## config.mk

```make
export PLATFORM = sky130hd
export DESIGN_NAME = sd_loop_core
export DESIGN_NICKNAME = d
export VERILOG_FILES = /design/src/rtl/sd_loop_pkg.sv /design/src/rtl/sd_sync2.sv /design/src/rtl/sd_bit_slice.sv /design/src/rtl/sd_window_acc.sv /design/src/rtl/sd_loop_core.sv
export SDC_FILE = /design/constraint.sdc
export NUM_CORES = 1
export LEC_CHECK = 0
export BUFFER_PORTS_ARGS = -buffer_cell sky130_fd_sc_hd__clkbuf_2
export CORE_MARGIN = 4
export CORE_UTILIZATION = 45
export DETAILED_ROUTE_END_ITERATION = 8
export GPL_TIMING_DRIVEN = 0
export PLACE_DENSITY_LB_ADDON = 0.12
export SYNTH_ARGS = -nofsm -noshare
export SYNTH_HDL_FRONTEND = slang
export SYNTH_SLANG_ARGS = --single-unit
```

## constraint.sdc

```tcl
create_clock -name clk -period 9.1 [get_ports clk]
set_input_delay 0.455 -clock clk [delete_from_list [all_inputs] [get_ports clk]]
set_output_delay 0.455 -clock clk [all_outputs]
set_load 0.05 [all_outputs]
```

## src/rtl/sd_loop_pkg.sv

```systemverilog
package sd_loop_pkg;
  typedef enum logic {MODE_BASE = 1'b0, MODE_EXT = 1'b1} sd_mode_e;
endpackage

```

## src/rtl/sd_sync2.sv

```systemverilog
module sd_sync2 #(
  parameter int STAGES = 2
) (
  input  logic clk,
  input  logic rst_n,
  input  logic d,
  output logic q
);
  logic [STAGES-1:0] chain_q;

  generate
    for (genvar i = 0; i < STAGES; i++) begin : g_stage
      if (i == 0) begin : g_first
        always_ff @(posedge clk or negedge rst_n)
          if (!rst_n) chain_q[0] <= 1'b0;
          else        chain_q[0] <= d;
      end else begin : g_next
        always_ff @(posedge clk or negedge rst_n)
          if (!rst_n) chain_q[i] <= 1'b0;
          else        chain_q[i] <= chain_q[i-1];
      end
    end
  endgenerate

  assign q = chain_q[STAGES-1];
endmodule

```

## src/rtl/sd_bit_slice.sv

```systemverilog
module sd_bit_slice (
  input  logic clk,
  input  logic rst_n,
  input  logic tick,
  input  logic sync_bit,
  output logic drive_out,
  output logic smp_valid
);
  logic drive_q;
  logic valid_q;

  // one sample per tick: drive and count both follow drive_q
  always_ff @(posedge clk or negedge rst_n) begin
    if (!rst_n) begin
      drive_q <= 1'b0;
      valid_q <= 1'b0;
    end else begin
      valid_q <= tick;
      if (tick) drive_q <= ~sync_bit;
    end
  end

  assign drive_out = drive_q;
  assign smp_valid = valid_q;

  // drive is the inverse of the value seen at the tick edge
  assert_drive_inverse_R2: assert property (@(posedge clk) disable iff (!rst_n)
    tick |=> (drive_out == !$past(sync_bit)));

  // no tick, no drive change
  assert_drive_hold_R10: assert property (@(posedge clk) disable iff (!rst_n)
    !tick |=> $stable(drive_out));
endmodule

```

## src/rtl/sd_window_acc.sv

```systemverilog
module sd_window_acc #(
  parameter int WIN_BITS = 8,
  parameter int EXT_BITS = 4
) (
  input  logic                clk,
  input  logic                rst_n,
  input  logic                smp_valid,
  input  logic                drive_low,
  input  logic                ext_mode,
  output logic                win_last,
  output logic [WIN_BITS-1:0] result,
  output logic                result_valid,
  output logic                saturated
);
  import sd_loop_pkg::*;

  localparam int CNT_W = WIN_BITS + EXT_BITS;
  localparam int TOT_W = CNT_W + 1;
  localparam logic [TOT_W-1:0] SPAN_BASE = TOT_W'(1) << WIN_BITS;
  localparam logic [TOT_W-1:0] SPAN_EXT  = TOT_W'(1) << CNT_W;
  localparam logic [CNT_W-1:0] LAST_BASE = CNT_W'(SPAN_BASE - 1'b1);
  localparam logic [CNT_W-1:0] LAST_EXT  = CNT_W'(SPAN_EXT - 1'b1);
  localparam logic [TOT_W-1:0] OUT_MAX   = (TOT_W'(1) << WIN_BITS) - 1'b1;

  function automatic logic [WIN_BITS-1:0] fold_total(input logic [TOT_W-1:0] tot,
                                                     input sd_mode_e m);
    logic [TOT_W-1:0] sh;
    sh = (m == MODE_EXT) ? (tot >> EXT_BITS) : tot;
    if (sh > OUT_MAX) sh = OUT_MAX;
    return sh[WIN_BITS-1:0];
  endfunction

  function automatic logic is_extreme(input logic [TOT_W-1:0] tot,
                                      input sd_mode_e m);
    return (tot == '0) || (tot == ((m == MODE_EXT) ? SPAN_EXT : SPAN_BASE));
  endfunction

  sd_mode_e            mode_q;
  logic [CNT_W-1:0]    tcnt_q;
  logic [TOT_W-1:0]    total_q;
  logic [TOT_W-1:0]    total_nx;
  logic                inc;
  logic [WIN_BITS-1:0] res_q;
  logic                vld_q;
  logic                sat_q;

  assign inc      = smp_valid & drive_low;
  assign total_nx = total_q + TOT_W'(inc);
  assign win_last = smp_valid &&
                    (tcnt_q == ((mode_q == MODE_EXT) ? LAST_EXT : LAST_BASE));

  always_ff @(posedge clk or negedge rst_n) begin
    if (!rst_n) begin
      mode_q  <= MODE_BASE;
      tcnt_q  <= '0;
      total_q <= '0;
      res_q   <= '0;
      vld_q   <= 1'b0;
      sat_q   <= 1'b0;
    end else begin
      vld_q <= 1'b0;
      if (win_last) begin
        res_q   <= fold_total(total_nx, mode_q);
        sat_q   <= is_extreme(total_nx, mode_q);
        vld_q   <= 1'b1;
        tcnt_q  <= '0;
        total_q <= '0;
        mode_q  <= ext_mode ? MODE_EXT : MODE_BASE;
      end else if (smp_valid) begin
        tcnt_q  <= tcnt_q + 1'b1;
        total_q <= total_nx;
      end
    end
  end

  assign result       = res_q;
  assign result_valid = vld_q;
  assign saturated    = sat_q;

  // strobe lasts one cycle and the count restarts
  assert_valid_pulse_R7: assert property (@(posedge clk) disable iff (!rst_n)
    result_valid |=> !result_valid);
  assert_count_cleared_R7: assert property (@(posedge clk) disable iff (!rst_n)
    result_valid |-> (total_q == '0 && tcnt_q == '0));
  // count never exceeds the ticks seen so far in the window
  assert_count_bound_R4: assert property (@(posedge clk) disable iff (!rst_n)
    total_q <= TOT_W'(tcnt_q));
  // no sample, no count change
  assert_count_hold_R10: assert property (@(posedge clk) disable iff (!rst_n)
    !smp_valid |=> $stable(total_q));
  // saturation only with an end-of-scale value
  assert_sat_value_R8: assert property (@(posedge clk) disable iff (!rst_n)
    (result_valid && saturated) |-> (result == '0 || result == OUT_MAX[WIN_BITS-1:0]));
endmodule

```

## src/rtl/sd_loop_core.sv

```systemverilog
module sd_loop_core #(
  parameter int WIN_BITS    = 8,
  parameter int EXT_BITS    = 4,
  parameter int SYNC_STAGES = 2
) (
  input  logic                clk,
  input  logic                rst_n,
  input  logic                tick,
  input  logic                ext_mode,
  input  logic                sense_in,
  output logic                drive_out,
  output logic [WIN_BITS-1:0] result,
  output logic                result_valid,
  output logic                saturated
);
  logic sense_sync;
  logic smp_valid;
  logic win_last;

  sd_sync2 #(.STAGES(SYNC_STAGES)) u_sync (
    .clk(clk), .rst_n(rst_n), .d(sense_in), .q(sense_sync)
  );

  sd_bit_slice u_slice (
    .clk(clk), .rst_n(rst_n), .tick(tick), .sync_bit(sense_sync),
    .drive_out(drive_out), .smp_valid(smp_valid)
  );

  sd_window_acc #(.WIN_BITS(WIN_BITS), .EXT_BITS(EXT_BITS)) u_acc (
    .clk(clk), .rst_n(rst_n), .smp_valid(smp_valid), .drive_low(~drive_out),
    .ext_mode(ext_mode), .win_last(win_last), .result(result),
    .result_valid(result_valid), .saturated(saturated)
  );

  // a publish follows the last sample of a window by one cycle
  assert_publish_timing_R7: assert property (@(posedge clk) disable iff (!rst_n)
    win_last |=> result_valid);
endmodule

```

# Yosys cells after proc, flatten, opt, wreduce, memory -nomap -nowiden
# Cells that the tools add are included.
dict set report totals {
  output_inout_bits 11
  in_bits 5
  reg_bits 40
  wordCells 32
}
dict set report op_classes {
  magnitude_cmp 1
  bitwise_logic 3
  eq_ne 2
  muxes 10
  reduce_logical 4
  n_addsub 2
}
# op count
set op_table {}
lappend op_table {{$mux W13} 4}
lappend op_table {{$mux W12} 3}
lappend op_table {{$add A13 B1 Y13} 1}
lappend op_table {{$eq A13 B13 Y1} 1}
lappend op_table {{$gt A13 B8 Y1 const B} 1}
lappend op_table {{$logic_not A13 Y1} 1}
lappend op_table {{$add A12 B1 Y12 const B} 1}
lappend op_table {{$eq A12 B12 Y1} 1}
lappend op_table {{$mux W8} 1}
lappend op_table {{$mux W1} 2}
lappend op_table {{$not A1 Y1} 2}
lappend op_table {{$reduce_bool A2 Y1} 1}
lappend op_table {{$and A1 B1 Y1} 1}
lappend op_table {{$logic_and A1 B1 Y1} 1}
lappend op_table {{$logic_or A1 B1 Y1} 1}

# Longest topological paths before layout
dict set report depth {
  word_depth 6
  mapped_depth 13
  mapped_depth_nobuf 10
}

# Modules after synthesis
# Synthesis repeated with hierarchy kept, for this count alone.
dict set report unflattened {
  cells_unflattened 233
  area_unflattened_um2 2222.1
}
# mod area_per_inst_um2 cells_each seq_area_each_um2 n_inst
set modules_own_cells {}
lappend modules_own_cells {sd_window_acc 2104.5 226 900.9 1}
lappend modules_own_cells {sd_bit_slice 63.8 4 50.0 1}
lappend modules_own_cells {sd_sync2 50.0 2 50.0 1}
lappend modules_own_cells {sd_loop_core 3.8 1 0.0 1}

# Worst setup path before layout
# OpenSTA, ideal clock, no wires.
dict set report synth_path {
  path_type {reg2reg}
  start {register u_slice.valid_q (netlist: u_slice.smp_valid)}
  end {register u_acc.res_q[6] (netlist: u_acc.result[6])}
  arrival_time_ns 2.783
  path_slack_ns 6.184
  required_ns 8.967
  path_buffers 3
  setup_time_ns 0.133
  synth_period_minus_slack_ns 2.916
  stages_incl_launch_ff 14
  cell_sequence {dfrtp_1 > clkbuf_1 > clkbuf_1 > nor2b_1 > ha_1 > and4_1 > buf_2 > nand4_1 > xnor2_1 > ha_1 > nor3_1 > nand2_1 > o32ai_4 > a21oi_1}
}
dict set report synth_via {
  elab_chain_cells 5
  word_cells_on_any_way 6
  classes_between {add/sub: 1; order compare: 1; mux: 2; bitwise: 1; reduce/logical: 1}
}
# item line_no
set synth_lines {}
lappend synth_lines {{start: declaration} sd_bit_slice.sv:10} ;# logic valid_q;
lappend synth_lines {{start signal: assignment} sd_bit_slice.sv:18} ;# valid_q <= tick;
lappend synth_lines {{$and A1 B1 Y1} sd_window_acc.sv:47} ;# assign inc = smp_valid & drive_low;
lappend synth_lines {{$add A13 B1 Y13} sd_window_acc.sv:48} ;# assign total_nx = total_q + TOT_W'(inc);
lappend synth_lines {{$mux W13} sd_window_acc.sv:28} ;# sh = (m == MODE_EXT) ? (tot >> EXT_BITS) : tot;
lappend synth_lines {{$gt A13 B8 Y1} sd_window_acc.sv:29} ;# if (sh > OUT_MAX) sh = OUT_MAX;
lappend synth_lines {{$mux W8} sd_window_acc.sv:29}
lappend synth_lines {{end signal: assignment} sd_window_acc.sv:63} ;# res_q <= fold_total(total_nx, mode_q);
lappend synth_lines {{end: declaration} sd_window_acc.sv:43} ;# logic [WIN_BITS-1:0] res_q;
# Parallel ways exist; a longest one is shown, timed or not.
# A chain may end at the register's enable or synchronous reset.

# Worst setup path after layout
dict set report layout_path {
  start {register u_slice.valid_q (netlist: u_slice.smp_valid)}
  end {register u_acc.res_q[0] (netlist: u_acc.result[0])}
}
# The elaborated chain is that of the path after synthesis.

==> results.md <==
- Max transition margin: 0.331
- Starting Density: 0.474
- Fin nets: 278
- Initial detailed-routing violation count: 95
- Port bufs: 15
- Library cells used by synthesis: 42
- Cell type with the largest total area after synthesis: dfrtp_1
- EDFF count, synth: 0
- HP Start: sense_in
- Setup_tns: 0 ns
- Buf+Inv Stages, Crit Path: 3
- Crit path cell chain: clkbuf_1 > clkbuf_1 > nor2b_1 > ha_1 > and4_1 > buf_2 > nand4_1 > xnor2_1 > ha_1 > nor3_1 > nand2_1 > o32ai_4 > a21oi_1
- Core Box Area: 4850 µm²
- Vias per cell: 5.36
- Number of global-route vias before repair: 1,673
- CP max-delay cell: clkbuf_1
- Mapped Avg Cell Area: 9.31 µm²
- Worst setup SP type: register
- Fin area: 2580 µm²
- Crit path kind: reg -> reg
- Final hold slack: 0.265 ns
- RSZ-0062 raised after global routing: false
- Pwr dens: 179 nW/µm²
- Fin crit share: 0.389
- Setup Buffers After CTS: 0
- Tot Pwr: 0.000461 W
- Latest clock arrival within the worst-skew pair: 0.29 ns
- Worst Tran Pin Value: 1.00 ns
- Most common cell in the synthesized netlist: dfrtp_1
- Hold Path Class: in -> reg
- # diodes: 0
- Post-synth net total: 256
- Worst EP required: 9.26 ns
- FF-to-FF Start: u_slice.smp_valid
- IO Pins: 16
- Family with the most delay on the worst path: simple AND/OR/NAND/NOR gates
- Outcome: complete, no violations
- Final ANT Viol Nets: 0
- Layout area overhead: 12.2%
- Die area: 6320 µm²
- Leakage: 1.24 nW
- Post-synth top flop: dfrtp_1
- Max cap viols: 0
- Clock transition at the registers of the reported paths: 0.08 ns
- Ys Warns: 0
- CTS root buffer: clkbuf_8
- CP startpoint: u_slice.smp_valid
- Sequential share of the synthesized area: 0.435
- Final Max Tran Viols: 0
- Max Freq: 283 MHz
- Fin. Hold Viols: 0
- Synth top area cells: dfrtp_1, nor2_1, xnor2_1, o21ai_0, a22o_1
- Placed cell areas: 2460 µm²
- Total number of vias: 1,807
- Hold_buf cts: 0
- H-Tree Depth: 2
- Tmin final: 3.54 ns
- Skew final: 0.0105 ns
- # DRC: 0
- Post-synthesis register bit count: 40
- Worst Setup End Kind: register
- Initial antenna violation count: 0
- Die height: 79.5 µm
- CTS Buf Count: 5
- Fraction of layout cells with a size suffix above 1: 0.163
- Core Rows: 25
- Synth top area share: 0.435
- CTS tree: yes
- Gate Count Post-Synth: 247
- WP data arrival: 3.70 ns
- Final WL: 5010 µm
- Routed length per instance: 14.9 µm
- CP max stage delay: 0.40 ns
- Most frequent cells after synthesis: dfrtp_1, nor2_1, nand2_1, o21ai_0, a21oi_1
- Num Clock Sinks: 40
- Clock buffer depth: 2
- Tot GR Track Use: 0.176
- Global-route wire length before repair: 8590 µm
- Dpl hpwl: 3500 µm
- Pre-Repair DR Iteration Count: 4
- Post-synthesis cell area: 2300 µm²
- Die Wd: 79.5 µm
- Final Wtd Congestion: 0.801
- FFs w/ async S/R, synth: 1.00
- CP max FO: 10
- Max VDD drop: 0.000132 V
- Resize count post-CTS: 0
- GRT overflow: 0
- Largest net degree at the start of global routing: 41
- Endpoints failing setup: 0
cells in the final DEF, fill, tap and decap left out, drive strengths merged, types with 2 or more instances in the layout:
cell type,instances
nand4,10
a21oi,12
inv,9
clkbuf,29
mux2i,6
buf,12
nor2b,3
mux2,5
nor3,5
o32ai,2
clkinv,2
nor2,28
xor2,9
xnor2,10
dfrtp,40
or3,4
nand2,20
o21ai,17
o22ai,6
a22o,9
ha,4
and4,4
nand3,7
and3,5
area by class of cell:
| cell class | instances | area [µm²] |
|---|---|---|
| inverters | 10 | 37.5 |
| plain buffers | 20 | 110 |
| fillers | 449 | 2270 |
| clock buffers | 6 | 82.6 |
| multi-input cells | 177 | 1150 |
| flip-flops and latches | 40 | 1000 |
| well taps | 67 | 83.8 |
| clock inverters | 2 | 38.8 |
| repair buffers | 15 | 75.1 |
report_power, final:
| group | internal [W] | switching [W] | total (W) |
|---|---|---|---|
| logic | 0.0000365 | 0.0000484 | 0.0000849 |
| clock network | 0.0000897 | 0.0000635 | 0.000153 |
| registers | 0.000201 | 0.0000222 | 0.000223 |
| total | 0.000327 | 0.000134 | 0.000461 |
metal layers:
layer | vias to the layer above | track usage | share of wire
met5 | - | 0 | 0
met4 | 0 | 0.0567 | 0.012
met3 | 4 | 0.0316 | 0.026
met2 | 29 | 0.255 | 0.45
met1 | 865 | 0.265 | 0.51
li1 | 909 | - | -
per-stage QoR:
stage,std cells,util,worst slack [ns]
2_1_floorplan,247,-,6.18
3_3_place_gp,329,0.507,5.59
3_5_place_dp,329,0.507,5.57
4_1_cts,337,0.532,5.55
5_1_grt,337,0.532,5.21
6_report,337,0.532,5.56
kinds of logic after synthesis:
logic type	synth area share
xor gates and xnor gates	0.0724
DFF	0.435
muxes	0.0522
and+or+nand+nor	0.194
buffers and inverters	0.0642
AOI/OAI and AO/OA	0.160
adders and majority gates	0.0218
state kept, by name (all words and copies together) (netlist names):
register            flops
u_slice.smp_valid       1
u_acc.mode_q            1
u_acc.tcnt_q           12
u_acc.result            8
u_slice.drive_out       1
u_acc.total_q          13
u_acc.result_valid      1
u_sync.q                1
u_acc.saturated         1
u_sync.chain_q          1
final timing paths:
check	end	slack, ns	cells past startpoint
max	u_acc.result[0]	5.56	13
min in group asynchronous	u_acc.tcnt_q[11]	0.31	1
max in group asynchronous	u_acc.total_q[3]	8.16	1
min	u_sync.chain_q[0]	0.27	1
max reg2reg	u_acc.result[0]	5.56	13
min reg2reg	u_sync.q	0.37	0
Power figures use the tool's default switching activity.
